File: config.mk
export PLATFORM = sky130hd
export DESIGN_NAME = divcfg_loader
export DESIGN_NICKNAME = d
export VERILOG_FILES = /design/src/rtl/cfg_pkg.sv /design/src/rtl/cfg_sync.sv /design/src/rtl/cfg_shift.sv /design/src/rtl/cfg_regs.sv /design/src/rtl/cfg_test_mux.sv /design/src/rtl/divcfg_loader.sv
export SDC_FILE = /design/constraint.sdc
export NUM_CORES = 1
export LEC_CHECK = 0
export BUFFER_PORTS_ARGS = -buffer_cell sky130_fd_sc_hd__buf_4
export CAP_MARGIN = 5
export CORE_UTILIZATION = 40
export CTS_CLUSTER_DIAMETER = 30
export DETAILED_ROUTE_END_ITERATION = 8
export GPL_ROUTABILITY_DRIVEN = 0
export HOLD_SLACK_MARGIN = 0.05
export PLACE_DENSITY_LB_ADDON = 0.25
export SLEW_MARGIN = 20
export SYNTH_ARGS = -nofsm -noshare
export SYNTH_HDL_FRONTEND = slang
export SYNTH_SLANG_ARGS = --single-unit
File: constraint.sdc
create_clock -name clk -period 3.5 [get_ports clk]
set_input_delay 0.525 -clock clk [delete_from_list [all_inputs] [get_ports clk]]
set_output_delay 0.525 -clock clk [all_outputs]
set_load 0.05 [all_outputs]
File: src/rtl/cfg_pkg.sv
package cfg_pkg;

    localparam int M_W     = 9;
    localparam int N_W     = 2;
    localparam int T_W     = 2;
    localparam int NULL_W  = 1;
    localparam int FRAME_W = T_W + NULL_W + N_W + M_W;

    typedef struct packed {
        logic [T_W-1:0] t;
        logic [N_W-1:0] n;
        logic [M_W-1:0] m;
    } cfg_t;

    typedef enum logic [1:0] {
        TEST_LOW   = 2'b00,
        TEST_SDAT  = 2'b01,
        TEST_MDIV  = 2'b10,
        TEST_SYNTH = 2'b11
    } test_sel_e;

    typedef enum logic [1:0] {
        LD_HOLD = 2'b00,
        LD_PAR  = 2'b01,
        LD_SER  = 2'b10
    } load_src_e;

endpackage

File: src/rtl/cfg_sync.sv
module cfg_sync #(
    parameter int              W       = 1,
    parameter int              STAGES  = 2,
    parameter logic [W-1:0]    RST_VAL = '0
) (
    input  logic         clk,
    input  logic         rst_n,
    input  logic [W-1:0] din,
    output logic [W-1:0] dout
);

    typedef logic [STAGES-1:0][W-1:0] chain_t;

    chain_t chain_d;
    chain_t chain_q;

    always_comb begin
        chain_d[0] = din;
        for (int i = 1; i < STAGES; i++) begin
            chain_d[i] = chain_q[i-1];
        end
    end

    always_ff @(posedge clk or negedge rst_n) begin
        if (!rst_n) begin
            for (int i = 0; i < STAGES; i++) begin
                chain_q[i] <= RST_VAL;
            end
        end else begin
            chain_q <= chain_d;
        end
    end

    assign dout = chain_q[STAGES-1];

endmodule

File: src/rtl/cfg_shift.sv
module cfg_shift
    import cfg_pkg::*;
(
    input  logic clk,
    input  logic rst_n,
    input  logic shift_en,
    input  logic sclk,
    input  logic sdat,
    output cfg_t frame_o
);

    typedef struct packed {
        logic [FRAME_W-1:0] sr;
        logic               sclk_prev;
    } shift_state_t;

    shift_state_t s_d;
    shift_state_t s_q;
    logic         sclk_rise;

    always_comb begin
        s_d           = s_q;
        s_d.sclk_prev = sclk;
        sclk_rise     = sclk & ~s_q.sclk_prev;
        if (shift_en && sclk_rise) begin
            s_d.sr = {s_q.sr[FRAME_W-2:0], sdat};
        end
    end

    always_ff @(posedge clk or negedge rst_n) begin
        if (!rst_n) begin
            s_q <= '0;
        end else begin
            s_q <= s_d;
        end
    end

    // Field positions follow the transmit order: M0 last, the null slot
    // between the output select and the test selector.
    always_comb begin
        frame_o.m = s_q.sr[M_W-1:0];
        frame_o.n = s_q.sr[M_W+N_W-1:M_W];
        frame_o.t = s_q.sr[FRAME_W-1 -: T_W];
    end

    // a qualified serial clock edge puts the sampled data bit at the tail
    p_shift_in_r2: assert property (@(posedge clk) disable iff (!rst_n)
        (shift_en && sclk && !s_q.sclk_prev) |=> (s_q.sr[0] == $past(sdat)));

    // without a qualified edge the register keeps its contents
    p_shift_hold_r2: assert property (@(posedge clk) disable iff (!rst_n)
        !(shift_en && sclk && !s_q.sclk_prev) |=> $stable(s_q.sr));

endmodule

File: src/rtl/cfg_regs.sv
module cfg_regs
    import cfg_pkg::*;
#(
    parameter logic [M_W-1:0] M_RST = 9'd24,
    parameter logic [N_W-1:0] N_RST = '0,
    parameter logic [T_W-1:0] T_RST = '0
) (
    input  logic           clk,
    input  logic           rst_n,
    input  logic           strobe,
    input  logic           upd,
    input  cfg_t           frame_i,
    input  logic [M_W-1:0] par_m,
    input  logic [N_W-1:0] par_n,
    output cfg_t           cfg_o
);

    cfg_t      cfg_d;
    cfg_t      cfg_q;
    load_src_e src;

    always_comb begin
        if (!strobe) begin
            src = LD_PAR;
        end else if (upd) begin
            src = LD_SER;
        end else begin
            src = LD_HOLD;
        end
    end

    always_comb begin
        cfg_d = cfg_q;
        case (src)
            LD_PAR: begin
                cfg_d.m = par_m;
                cfg_d.n = par_n;
            end
            LD_SER:  cfg_d = frame_i;
            default: cfg_d = cfg_q;
        endcase
    end

    always_ff @(posedge clk or negedge rst_n) begin
        if (!rst_n) begin
            cfg_q.m <= M_RST;
            cfg_q.n <= N_RST;
            cfg_q.t <= T_RST;
        end else begin
            cfg_q <= cfg_d;
        end
    end

    assign cfg_o = cfg_q;

    // parallel mode passes the pins through one cycle later
    p_par_follow_r6: assert property (@(posedge clk) disable iff (!rst_n)
        !strobe |=> (cfg_q.m == $past(par_m) && cfg_q.n == $past(par_n)));

    // update level in serial mode copies the shift register
    p_ser_load_r3: assert property (@(posedge clk) disable iff (!rst_n)
        (strobe && upd) |=> (cfg_q == $past(frame_i)));

    // serial mode without update keeps everything
    p_hold_r4: assert property (@(posedge clk) disable iff (!rst_n)
        (strobe && !upd) |=> $stable(cfg_q));

    // parallel mode never touches the test selector
    p_par_keeps_t_r6: assert property (@(posedge clk) disable iff (!rst_n)
        !strobe |=> $stable(cfg_q.t));

endmodule

File: src/rtl/cfg_test_mux.sv
module cfg_test_mux
    import cfg_pkg::*;
(
    input  logic           clk,
    input  logic           rst_n,
    input  logic           serial_mode,
    input  logic [T_W-1:0] sel,
    input  logic           sdat,
    input  logic           mdiv_tap,
    input  logic           synth_clk,
    output logic           test_o
);

    test_sel_e sel_e;
    logic      tap;

    always_comb begin
        sel_e = test_sel_e'(sel);
        case (sel_e)
            TEST_SDAT:  tap = sdat;
            TEST_MDIV:  tap = mdiv_tap;
            TEST_SYNTH: tap = synth_clk;
            default:    tap = 1'b0;
        endcase
        test_o = serial_mode & tap;
    end

    // parallel mode keeps the test pin low
    p_test_par_low_r8: assert property (@(posedge clk) disable iff (!rst_n)
        !serial_mode |-> !test_o);

    // selector 00 gives a constant low
    p_test_sel_low_r8: assert property (@(posedge clk) disable iff (!rst_n)
        (sel == 2'b00) |-> !test_o);

    // selector 10 shows the divider tap in serial mode
    p_test_mdiv_r8: assert property (@(posedge clk) disable iff (!rst_n)
        (serial_mode && sel == 2'b10) |-> (test_o == mdiv_tap));

endmodule

File: src/rtl/divcfg_loader.sv
module divcfg_loader
    import cfg_pkg::*;
#(
    parameter int             SYNC_STAGES = 2,
    parameter logic [M_W-1:0] M_DEFAULT   = 9'd24
) (
    input  logic           clk,
    input  logic           rst_n,
    input  logic           mr,
    input  logic           par_strobe,
    input  logic [M_W-1:0] par_m,
    input  logic [N_W-1:0] par_n,
    input  logic           ser_clk,
    input  logic           ser_dat,
    input  logic           ser_upd,
    input  logic           mdiv_tap,
    input  logic           synth_clk,
    output logic [M_W-1:0] m_val,
    output logic [N_W-1:0] n_sel,
    output logic [T_W-1:0] t_sel,
    output logic           test_out,
    output logic           div_rst
);

    localparam int CTRL_W   = 5;
    localparam int SYNC_W   = M_W + N_W + CTRL_W;
    localparam int STROBE_I = M_W + N_W;
    localparam logic [SYNC_W-1:0] SYNC_RST = SYNC_W'(1) << STROBE_I;

    logic [SYNC_W-1:0] raw_bus;
    logic [SYNC_W-1:0] sync_bus;

    logic           strobe_s;
    logic           sclk_s;
    logic           sdat_s;
    logic           upd_s;
    logic           mr_s;
    logic [M_W-1:0] par_m_s;
    logic [N_W-1:0] par_n_s;

    cfg_t frame;
    cfg_t cfg;

    assign raw_bus = {mr, ser_upd, ser_dat, ser_clk, par_strobe, par_n, par_m};

    cfg_sync #(
        .W       (SYNC_W),
        .STAGES  (SYNC_STAGES),
        .RST_VAL (SYNC_RST)
    ) i_sync (
        .clk   (clk),
        .rst_n (rst_n),
        .din   (raw_bus),
        .dout  (sync_bus)
    );

    always_comb begin
        par_m_s  = sync_bus[M_W-1:0];
        par_n_s  = sync_bus[M_W+N_W-1:M_W];
        strobe_s = sync_bus[STROBE_I];
        sclk_s   = sync_bus[STROBE_I+1];
        sdat_s   = sync_bus[STROBE_I+2];
        upd_s    = sync_bus[STROBE_I+3];
        mr_s     = sync_bus[STROBE_I+4];
    end

    cfg_shift i_shift (
        .clk      (clk),
        .rst_n    (rst_n),
        .shift_en (strobe_s),
        .sclk     (sclk_s),
        .sdat     (sdat_s),
        .frame_o  (frame)
    );

    cfg_regs #(
        .M_RST (M_DEFAULT),
        .N_RST ('0),
        .T_RST ('0)
    ) i_regs (
        .clk     (clk),
        .rst_n   (rst_n),
        .strobe  (strobe_s),
        .upd     (upd_s),
        .frame_i (frame),
        .par_m   (par_m_s),
        .par_n   (par_n_s),
        .cfg_o   (cfg)
    );

    cfg_test_mux i_tmux (
        .clk         (clk),
        .rst_n       (rst_n),
        .serial_mode (strobe_s),
        .sel         (cfg.t),
        .sdat        (sdat_s),
        .mdiv_tap    (mdiv_tap),
        .synth_clk   (synth_clk),
        .test_o      (test_out)
    );

    assign m_val   = cfg.m;
    assign n_sel   = cfg.n;
    assign t_sel   = cfg.t;
    assign div_rst = mr_s;

    // the divider reset never disturbs the loaded configuration
    p_mr_keeps_cfg_r10: assert property (@(posedge clk) disable iff (!rst_n)
        (mr_s && strobe_s && !upd_s) |=> $stable({m_val, n_sel, t_sel}));

endmodule

# Word level (Yosys, flattened, before mapping)
# Index checks and enable logic that the tools add are counted.
word_totals:
  regBits: 60
  elab_cells: 21
classes:
  eq_ne: 5
  n_mux: 4
  bitwise_logic: 3
  n_reduce_logical: 2
ops:
  columns: ["cell", "n"]
  rows:
  - ["11-bit case mux with 2 select lines", 1]
  - ["2-bit equality test (second input constant)", 3]
  - ["2-bit by 1-bit equality test with 1-bit output (second input constant)", 2]
  - ["2-bit two-way mux", 2]
  - ["1-bit case mux with 3 select lines", 1]
  - ["1-bit AND", 2]
  - ["2-bit nonzero test", 1]
  - ["1-bit logical AND", 1]
  - ["1-bit NOT", 1]

# Longest topological paths before layout
# Gate-level depths: netlist of the first run.
depth:
  word_depth: 4
  ltp_mapped: 4
  mapped_depth_nobuf: 2

# Cells and area by module
# A second synthesis of the first run with hierarchy kept.
hier_totals:
  hier_cells: 132
  area_unflattened_um2: 2114.5
modules_own_cells:
  columns: ["mod", "n_inst", "cells_per_inst", "area_per_inst_um2", "seq_area_each_um2"]
  rows:
  - ["cfg_sync", 1, 32, 803.3, 803.3]
  - ["cfg_shift", 1, 44, 699.4, 375.4]
  - ["cfg_regs", 1, 52, 580.6, 327.8]
  - ["cfg_test_mux", 1, 4, 31.3, 0.0]

# Worst setup path before layout of the first run
# No wires, ideal clock.
synth_timing:
  path_type: "register -> output"
  start: "reg i_regs.cfg_q, in the netlist i_regs.cfg_o[11]"
  end: "out test_out"
  t_arrival_ns: 2.018
  setup_slack_ns: 0.957
  path_stages_with_launch: 3
  path_buffers: 0
  cell_sequence: "dfrtp_1 > mux2i_1 > a211oi_1"
synth_between:
  elab_chain_cells: 3
synth_rtl:
  columns: ["item", "line", "source"]
  rows:
  - ["from (decl)", "cfg_regs.sv:19", "cfg_t cfg_q;"]
  - ["from (signal assigned)", "cfg_regs.sv:50", "cfg_q <= cfg_d;"]
  - ["2-bit equality test / 2-bit by 1-bit equality test with 1-bit output (equally long branches)", "cfg_test_mux.sv:19", "case (sel_e)"]
  - ["1-bit case mux with 3 select lines (*)", "cfg_test_mux.sv:19", null]
  - ["1-bit AND (*)", "cfg_test_mux.sv:25", "test_o = serial_mode & tap;"]
  - ["to (decl)", "divcfg_loader.sv:21", "output logic test_out,"]
# Every way passes the cells marked *; elsewhere a longest branch is shown, timed or not.

# Worst setup path after layout of the first run
layout_timing:
  start: "reg i_sync.chain_q, in the netlist i_sync.dout[11]"
  end: "out test_out"
layout_between:
  elab_chain_cells: 1
layout_rtl:
  columns: ["item", "line", "source"]
  rows:
  - ["from (decl)", "cfg_sync.sv:15", "chain_t chain_q;"]
  - ["from (signal assigned)", "cfg_sync.sv:30", "chain_q <= chain_d;"]
  - ["1-bit AND", "cfg_test_mux.sv:25", null]
# No other way between the ends.

==> results.txt, run 1 <==
Most frequent cells in the layout: dfrtp_1 (56), buf_4 (34), mux2i_1 (12), a21oi_1 (12), nor2_1 (11)
Post-CTS setup repair buffer count: 0
CP startpoint kind: flip-flop
Syn_nets: 140
Maximum VDD drop: 0.300 mV
DP HPWL: 1910 um
DR top layer: met4
Max_cap viols: 0
Die ar.: 5320 um2
Synth warnings: 0
Worst-path clk slew: 0.07 ns
Gr usage total: 14.3%
Initial antenna violation count: 0
1st-iter DRT viols: 51
Fmax: 0.460 GHz
DR DRC count: 0
Fin worst setup slack: 1.32 ns
Classification of the worst-slack hold path: input port to async pin
DR pass1 iterations: 3
TritonCTS clock tree: built
Layout cells sized above 1: 43.0%
Slew @ Worst Pin: 0.723 ns
Register area share after synthesis: 74.8%
Skew-Pair Late Insertion Delay: 0.34 ns
Pre-CTS WS: 1.67 ns
Hold Buf Count CTS: 0
Final Cycle Share: 62.2%
Crit-path max FO: 25
Core Area: 4790 um2
WL final: 3060 um
Syn Inst Count: 120
Area of the mapped netlist: 2010 um2
CP Capture Type: output port
WL/cell: 13.2 um
GR Overflow Total: 0
Final setup violation count: 0
First-pass GRT wire length: 5220 um
Worst-case clock buffer depth: 2
Post-CTS Resized: 0
WP data arrival: 1.65 ns
Final Hold Viols: 0
Setup TNS Final: 0 ns
IO Pins: 35
Initial core utilization: 42.1%
Final min period: 2.18 ns
Slew Viols, Final: 0
Commonest non-fill, non-tap cell in the layout: dfrtp_1
Number of unique standard cell types used by synthesis: 14
Port Buffers: 34
Clock buffer count from CTS: 9
Die H: 73.0 um
Routed vias: 1024
Crit-path leading delay family: flip-flops
Avg Synthesized Cell Area: 16.8 um2
Max stage delay on crit path: 0.83 ns
Cell Area, Placed: 2320 um2
Leakage: 1.23 nW
WP data required: 2.97 ns
Status: completed
H-tree depth: 3
Row cnt: 25
Vias per cell: 4.41
Metal2 WL: 1470 um
Number of global-route vias before repair: 1061
Remaining antenna violation count after routing: 0
Reg2Reg Setup Slack: 1.86 ns
Final instance area: 2520 um2
Critical path cell sequence: inv_1, a211oi_1, buf_4
Area growth syn-to-layout: 25.1%
WL met1: 1350 um
Largest net degree at the start of global routing: 61
Synthesis-stage register bit count: 60
Power Density: 673 nW/um2
Routed wl met3: 124 um
RSZ-0062 raised after global routing: false
Setup CP Type: flip-flop to output port
Die X: 73.0 um
Fin nets: 180
Root Driver: clkbuf_8
Clk sinks: 60
Max transition margin: 51.8%
Slowest cell on crit path: dfstp_2
Diode count: 0
Worst Path Buf+Inv: 2
Worst Skew: 0.00441 ns
## synthesized netlist by cell type
cell type / n / area share [%]
clkbuf_1: 2 / 0.37
mux2i_1: 12 / 6.0
mux2_4: 10 / 7.5
buf_4: 2 / 0.75
nor2_1: 11 / 2.0
dfrtp_1: 56 / 70
a211oi_1: 1 / 0.37
buf_6: 1 / 0.56
dfstp_2: 4 / 5.2
nand3b_4: 1 / 0.99
inv_1: 1 / 0.19
mux2_2: 6 / 3.4
nand2_1: 1 / 0.19
a21oi_1: 12 / 3.0
## cell type report
cell class | instances | area (um2)
clock buffer | 9 | 124
sequential | 60 | 1510
tap | 67 | 83.8
fill | 413 | 2270
timing repair buffer | 34 | 255
inverter | 1 | 3.75
clock inverter | 7 | 76.3
multi-input combinational | 54 | 470
## final timing paths
check | start | endpoint | cells after the start
max | i_sync.dout[11] | test_out | 3
min | rst_n | i_regs.cfg_o[12] | 1
max reg2reg | i_sync.dout[11] | i_shift.frame_o[8] | 2
min reg2reg | i_sync.chain_d[20] | i_sync.dout[4] | 0
max in group asynchronous | rst_n | i_sync.dout[3] | 1
min in group clk | par_n[1] | i_sync.chain_d[26] | 1
## worst reg2reg max path, stage by stage, from the launching register on
cell	delay, ns
dfstp_2	0.83
nand3b_4	0.32
mux2_4	0.38
## cell families (layout without fill, tap and decap cells)
| family | count (synthesis) | after routing | share of synthesized area [%] |
|---|---|---|---|
| muxes | 28 | 28 | 16.8 |
| and+or+nand+nor | 13 | 13 | 3.23 |
| buffers and inverters | 6 | 51 | 1.86 |
| AOI/OAI and AO/OA | 13 | 13 | 3.35 |
| DFF | 60 | 60 | 74.8 |
## report_power, final
part           internal (mW)  switching, mW  total [mW]
combinational          0.118          0.130       0.249
clock                  0.331          0.274       0.605
sequential             0.782         0.0613       0.843
total                   1.23          0.466        1.70
## through the flow
step / power [mW] / utilization (%) / cells / hold WS (ns)
final: 1.70 / 52.7 / 232 / 0.243
after global routing: 1.78 / 52.7 / 232 / 0.272
after CTS: 1.72 / 52.7 / 232 / 0.257
after detailed placement: 1.11 / 48.5 / 216 / 0.335
after global placement: 1.10 / 48.5 / 216 / 0.333
after floorplan: 1.02 / - / 120 / 0.229
## metal layers
metal	vias up	track usage (%)
li1	486	-
met1	507	18.2
met2	21	19.3
met3	10	4.83
met4	0	13.1
met5	-	0
## state kept, by name (all words and copies together), names as in the netlist
register         flops
i_shift.frame_o     13
i_sync.chain_d      16
i_regs.cfg_o        13
i_sync.dout         16
i_shift.s_q          2
(Power assumes the default switching activity.)
==> run 2, diff against run 1 <==
--- a/config.mk
+++ b/config.mk
@@ -5,6 +5,7 @@
 export SDC_FILE = /design/constraint.sdc
 export NUM_CORES = 1
 export LEC_CHECK = 0
+export ABC_AREA = 1
 export BUFFER_PORTS_ARGS = -buffer_cell sky130_fd_sc_hd__buf_4
 export CAP_MARGIN = 5
 export CORE_UTILIZATION = 40
==> constraint.sdc (replaced) <==
create_clock -name clk -period 2.1 [get_ports clk]
set_input_delay 0.315 -clock clk [delete_from_list [all_inputs] [get_ports clk]]
set_output_delay 0.315 -clock clk [all_outputs]
set_load 0.05 [all_outputs]
==> results.txt, run 2 <==
Clock buffer count from CTS: 9 (unchanged)
Worst-case clock buffer depth: 2 (unchanged)
IO Pins: 35 (unchanged)
Post-Layout Cell Count: 282 (was 232)
Syn Inst Count: 170 (was 120)
DP HPWL: 2000 um (was 1910 um)
Synthesis-stage register bit count: 60 (unchanged)
Power Density: 1080 nW/um2 (was 673 nW/um2)
Max_cap viols: 0 (unchanged)
Slew @ Worst Pin: 0.709 ns (was 0.723 ns)
Skew-Pair Late Insertion Delay: 0.32 ns (was 0.34 ns)
Pre-CTS WS: 0.651 ns (was 1.67 ns)
Commonest cells in the netlist: dfrtp_1 (56), nand2_1 (53), inv_1 (18) (was dfrtp_1 (56), a21oi_1 (12), mux2i_1 (12))
Fin worst setup slack: 0.320 ns (was 1.32 ns)
Diode count: 0 (unchanged)
WP data arrival: 1.47 ns (was 1.65 ns)
Worst-path clk slew: 0.06 ns (was 0.07 ns)
Final instance area: 2590 um2 (was 2520 um2)
WL/cell: 11.1 um (was 13.2 um)
RSZ-0062 raised after global routing: false (unchanged)
CP Capture Type: output port (unchanged)
Slowest cell on crit path: dfstp_2 (unchanged)
H-tree depth: 3 (unchanged)
Commonest non-fill, non-tap cell in the layout: dfrtp_1 (unchanged)
Post-CTS setup repair buffer count: 0 (unchanged)
Register area share after synthesis: 73.0% (was 74.8%)
Max transition margin: 52.7% (was 51.8%)
Final min period: 1.78 ns
Cell Area, Placed: 2350 um2 (was 2320 um2)
Largest net degree at the start of global routing: 61 (unchanged)
Die ar.: 5450 um2 (was 5320 um2)
Core Area: 4850 um2 (was 4790 um2)
Remaining antenna violation count after routing: 0 (unchanged)
Die H: 73.8 um (was 73.0 um)
Final setup violation count: 0 (unchanged)
EDFF count, synth: 0 (unchanged)
Ranking of synthesized cells by area: dfrtp_1 (68%), nand2_1 (9.6%), o21ai_2 (5.9%) (was dfrtp_1 (70%), mux2_4 (7.5%), mux2i_1 (6.0%))
WL final: 3130 um (was 3060 um)
DR pass1 iterations: 4 (was 3)
Root Driver: clkbuf_8 (unchanged)
Maximum VDD drop: 0.621 mV (was 0.300 mV)
Yosys top cell area share: 67.9% (was 69.6%)
Crit-path leading delay family: flip-flops (unchanged)
Critical path cell sequence: inv_2, a21oi_1, nand2_1, inv_1, buf_4 (was inv_1, a211oi_1, buf_4)
Initial core utilization: 42.6% (was 42.1%)
Async SR Flop Fraction: 100% (unchanged)
Row cnt: 25 (unchanged)
First-pass GRT wire length: 5410 um (was 5220 um)
DR DRC count: 0 (unchanged)
Most frequent cells in the layout: dfrtp_1 (56), nand2_1 (53), buf_4 (34), inv_1 (18), o21ai_2 (14) (was dfrtp_1 (56), buf_4 (34), mux2i_1 (12), a21oi_1 (12), nor2_1 (11))
Fmax: 0.562 GHz
Gr usage total: 14.1% (was 14.3%)
Setup TNS Final: 0 ns (unchanged)
Routed vias: 1203 (was 1024)
Fin nets: 230 (was 180)
Worst Skew: 0.00517 ns (was 0.00441 ns)
Final Cycle Share: 84.8%
Synth warnings: 0 (unchanged)
Count leader, synth: dfrtp_1 (unchanged)
Setup CP Type: flip-flop to output port (unchanged)
FF-to-FF End: i_shift.frame_o[7] (was i_shift.frame_o[8])
GR Overflow Total: 0 (unchanged)
Classification of the worst-slack hold path: input port to async pin (unchanged)
Reg2Reg Setup Slack: 0.84 ns (was 1.86 ns)
Worst r2r src: i_sync.dout[11] (unchanged)
Initial antenna violation count: 0 (unchanged)
Area growth syn-to-layout: 25.4% (was 25.1%)
Avg Synthesized Cell Area: 12.1 um2 (was 16.8 um2)
Max stage delay on crit path: 0.58 ns (was 0.83 ns)
TritonCTS clock tree: built (unchanged)
Clk sinks: 60 (unchanged)
Final Hold Viols: 0 (unchanged)
Hold WS: 0.0437 ns (was 0.243 ns)
Vias per cell: 4.27 (was 4.41)
Util after Layout: 53.4% (was 52.7%)
Fill count: 449 (was 413)
Hold Buf Count CTS: 0 (unchanged)
Area leader, netlist: dfrtp_1 (unchanged)
Post-CTS Resized: 0 (unchanged)
Total placed cells including tap cells: 266 (was 216)
Leakage: 1.24 nW (was 1.23 nW)
Status: completed (unchanged)
Worst Path Buf+Inv: 3 (was 2)
Number of unique standard cell types used by synthesis: 14 (unchanged)
WP data required: 1.78 ns (was 2.97 ns)
Area of the mapped netlist: 2060 um2 (was 2010 um2)
Power, Total: 2.78 mW (was 1.70 mW)
Die X: 73.8 um (was 73.0 um)
Main flop type after synthesis: dfrtp_1 (unchanged)
CP startpoint kind: flip-flop (unchanged)
Syn_nets: 190 (was 140)
1st-iter DRT viols: 69 (was 51)
Port Buffers: 34 (unchanged)
Slew Viols, Final: 0 (unchanged)
Number of global-route vias before repair: 1223 (was 1061)
Reg2Reg Depth: 3 (was 2)
Crit-path max FO: 13 (was 25)
Layout cells sized above 1: 34.0% (was 43.0%)
==> run 2: per-layer routing <==
metal  vias to the layer above  GRT usage [%]  routed length [um]
li1                        602              -                   -
met4                         0           8.97                  59
met1                       571           16.9                1450
met5                         -              0                   0
met2                        25           21.2                1490
met3                         5           5.76                 131
==> run 2: power by group <==
part	internal [mW]	total, mW	leakage (nW)	switching [mW]
combinational	0.100	0.293	0.383	0.193
sequential	1.25	1.31	0.733	0.0581
clock	0.761	1.18	0.122	0.418
total	2.12	2.78	1.24	0.669
==> run 2: worst max-delay path by stage <==
stage / start / to / cells after the start
finish: i_sync.dout[11] / test_out / 5
global route: i_sync.dout[11] / test_out / 5
CTS: i_sync.dout[11] / test_out / 5
detailed placement: i_sync.dout[11] / test_out / 5
global placement: i_sync.dout[11] / test_out / 5
floorplan: i_regs.cfg_o[11] / test_out / 4
==> run 2: area by class of cell <==
type / instances / area [um2] / share of cell area [%]
clock buffer: 12 / 165 / 6.38
tap: 67 / 83.8 / 3.24
clock inverter: 4 / 70.1 / 2.71
sequential: 60 / 1510 / 58.2
multi-input combinational: 85 / 432 / 16.7
timing repair buffer: 34 / 255 / 9.86
inverter: 20 / 75.1 / 2.90
==> run 2: worst register-to-register path, cell delays in order, from the launching register on <==
cell	delay, ns
dfstp_2	0.58
nand3_4	0.31
nand2_1	0.18
o21ai_2	0.07
==> run 2: kinds of logic (layout without fill, tap and decap cells) <==
| group | count (synthesis) | after routing | synth area share, % |
|---|---|---|---|
| buf+inv | 25 | 70 | 6.06 |
| flops | 60 | 60 | 73.0 |
| compound gates | 17 | 17 | 6.67 |
| simple gates | 68 | 68 | 14.3 |
==> run 3, diff against run 2 <==
==> constraint.sdc (replaced) <==
create_clock -name clk -period 1.8 [get_ports clk]
set_input_delay 0.27 -clock clk [delete_from_list [all_inputs] [get_ports clk]]
set_output_delay 0.27 -clock clk [all_outputs]
set_load 0.05 [all_outputs]
==> results.txt, run 3 (synthesized netlist as in run 2, its figures left out) <==
Final min period: 1.70 ns
Status: completed (unchanged)
H-tree depth: 3 (unchanged)
Worst-path clk slew: 0.06 ns (about the same)
TritonCTS clock tree: built (unchanged)
Layout cells sized above 1: 29.7% (was 34.0%)
Util after Layout: 55.4% (was 53.4%)
Setup CP Type: flip-flop to output port (unchanged)
IO Pins: 35 (unchanged)
WL final: 3160 um (was 3130 um)
Crit-path max FO: 13 (unchanged)
Initial antenna violation count: 0 (unchanged)
Max_cap viols: 0 (unchanged)
Clk sinks: 60 (unchanged)
RSZ-0062 raised after global routing: false (unchanged)
Post-CTS setup repair buffer count: 0 (unchanged)
Die ar.: 5450 um2 (unchanged)
Total placed cells including tap cells: 266 (unchanged)
Largest net degree at the start of global routing: 61 (unchanged)
Die X: 73.8 um (unchanged)
Pre-CTS WS: 0.392 ns (was 0.651 ns)
Area growth syn-to-layout: 30.3% (was 25.4%)
DR DRC count: 0 (unchanged)
Cell Area, Placed: 2350 um2 (unchanged)
CP Capture Type: output port (unchanged)
Row cnt: 25 (unchanged)
Clock buffer count from CTS: 9 (unchanged)
Slew @ Worst Pin: 0.714 ns (was 0.709 ns)
1st-iter DRT viols: 44 (was 69)
DR pass1 iterations: 4 (unchanged)
WL/cell: 10.6 um (was 11.1 um)
Fin nets: 247 (was 230)
Core Area: 4850 um2 (unchanged)
Power, Total: 2.89 mW (was 2.78 mW)
Skew-Pair Late Insertion Delay: 0.32 ns (about the same)
Classification of the worst-slack hold path: flip-flop to flip-flop (was input port to async pin)
Max transition margin: 52.4% (was 52.7%)
Root Driver: clkbuf_8 (unchanged)
WP data arrival: 1.43 ns (was 1.47 ns)
Final setup violation count: 0 (unchanged)
Initial core utilization: 42.6% (unchanged)
GR Overflow Total: 0 (unchanged)
Power Density: 1080 nW/um2 (about the same)
Fmax: 0.588 GHz
Setup TNS Final: 0 ns (unchanged)
Maximum VDD drop: 0.761 mV (was 0.621 mV)
Slew Viols, Final: 0 (unchanged)
Routed vias: 1264 (was 1203)
Final Cycle Share: 94.5%
Final instance area: 2690 um2 (was 2590 um2)
Post-Layout Cell Count: 299 (was 282)
Worst Skew: 0.00821 ns (was 0.00517 ns)
Gr usage total: 14.0% (was 14.1%)
Fin worst setup slack: 0.0989 ns (was 0.320 ns)
Commonest non-fill, non-tap cell in the layout: dfrtp_1 (unchanged)
Number of global-route vias before repair: 1246 (was 1223)
Final Hold Viols: 0 (unchanged)
Most frequent cells in the layout: dfrtp_1 (56), nand2_1 (53), buf_4 (34), inv_1 (18), dlygate4sd3_1 (17) (was dfrtp_1 (56), nand2_1 (53), buf_4 (34), inv_1 (18), o21ai_2 (14))
First-pass GRT wire length: 5400 um (was 5410 um)
Hold WS: 0.341 ns (was 0.0437 ns)
Leakage: 1.27 nW (was 1.24 nW)
DP HPWL: 1970 um (was 2000 um)
CP startpoint kind: flip-flop (unchanged)
WP data required: 1.53 ns (was 1.78 ns)
Diode count: 0 (unchanged)
Worst-case clock buffer depth: 2 (unchanged)
Vias per cell: 4.23 (was 4.27)
Port Buffers: 34 (unchanged)
Die H: 73.8 um (unchanged)
Remaining antenna violation count after routing: 0 (unchanged)
==> run 3: changes by cell type in the layout (fill, tap and decap cells not counted) <==
cell	delta
dlygate4sd3_1	+17
clkbuf_1	+4
bufinv_16	-2
clkbuf_8	-2
inv_2	-1
inv_4	+1
==> run 3: timing repair <==
item,in CTS,in global routing
endpoints found under the hold margin,72,0
hold buffers,17,0
setup endpoints to repair,0,1
resized for setup,0,2
==> run 3: worst max-delay path, stage by stage (launching register included) <==
cell     delay, ns
dfstp_2       0.59
inv_4         0.10
a21oi_1       0.13
nand2_1       0.06
inv_1         0.05
buf_4         0.18
==> run 3: where the power goes <==
part	internal [mW]	switching, mW	leakage (nW)
clock network	0.534	0.456	0.0844
logic	0.141	0.232	0.454
registers	1.46	0.0657	0.733
total	2.14	0.754	1.27
==> run 3: worst paths after layout <==
| kind | slack [ns] | to | cells after the start | from |
|---|---|---|---|---|
| min in group asynchronous | 0.56 | i_sync.chain_d[30] | 2 | rst_n |
| worst min register to register | 0.34 | i_sync.dout[15] | 0 | i_sync.chain_d[31] |
| worst max-delay path | 0.1 | test_out | 5 | i_sync.dout[11] |
| worst min-delay path | 0.34 | i_sync.dout[15] | 0 | i_sync.chain_d[31] |
| max in group asynchronous | 0.78 | i_sync.dout[6] | 2 | rst_n |
| worst max register to register | 0.50 | i_shift.frame_o[3] | 3 | i_sync.dout[11] |
==> run 3: final cells by class <==
type                       instances  area, um2
clock inverter                     2       10.0
sequential                        60       1510
fill                             435       2160
tap                               67       83.8
multi-input combinational         85        432
clock buffer                      14        153
inverter                          20       77.6
timing repair buffer              51        425
==> run 3: routing by layer <==
layer	vias to the layer above	global-route usage [%]	share of wire, %
met5	-	0	0
met4	0	10.7	3.4
met3	9	4.94	3.8
met2	26	19.9	47
met1	595	17.6	46
li1	634	-	-
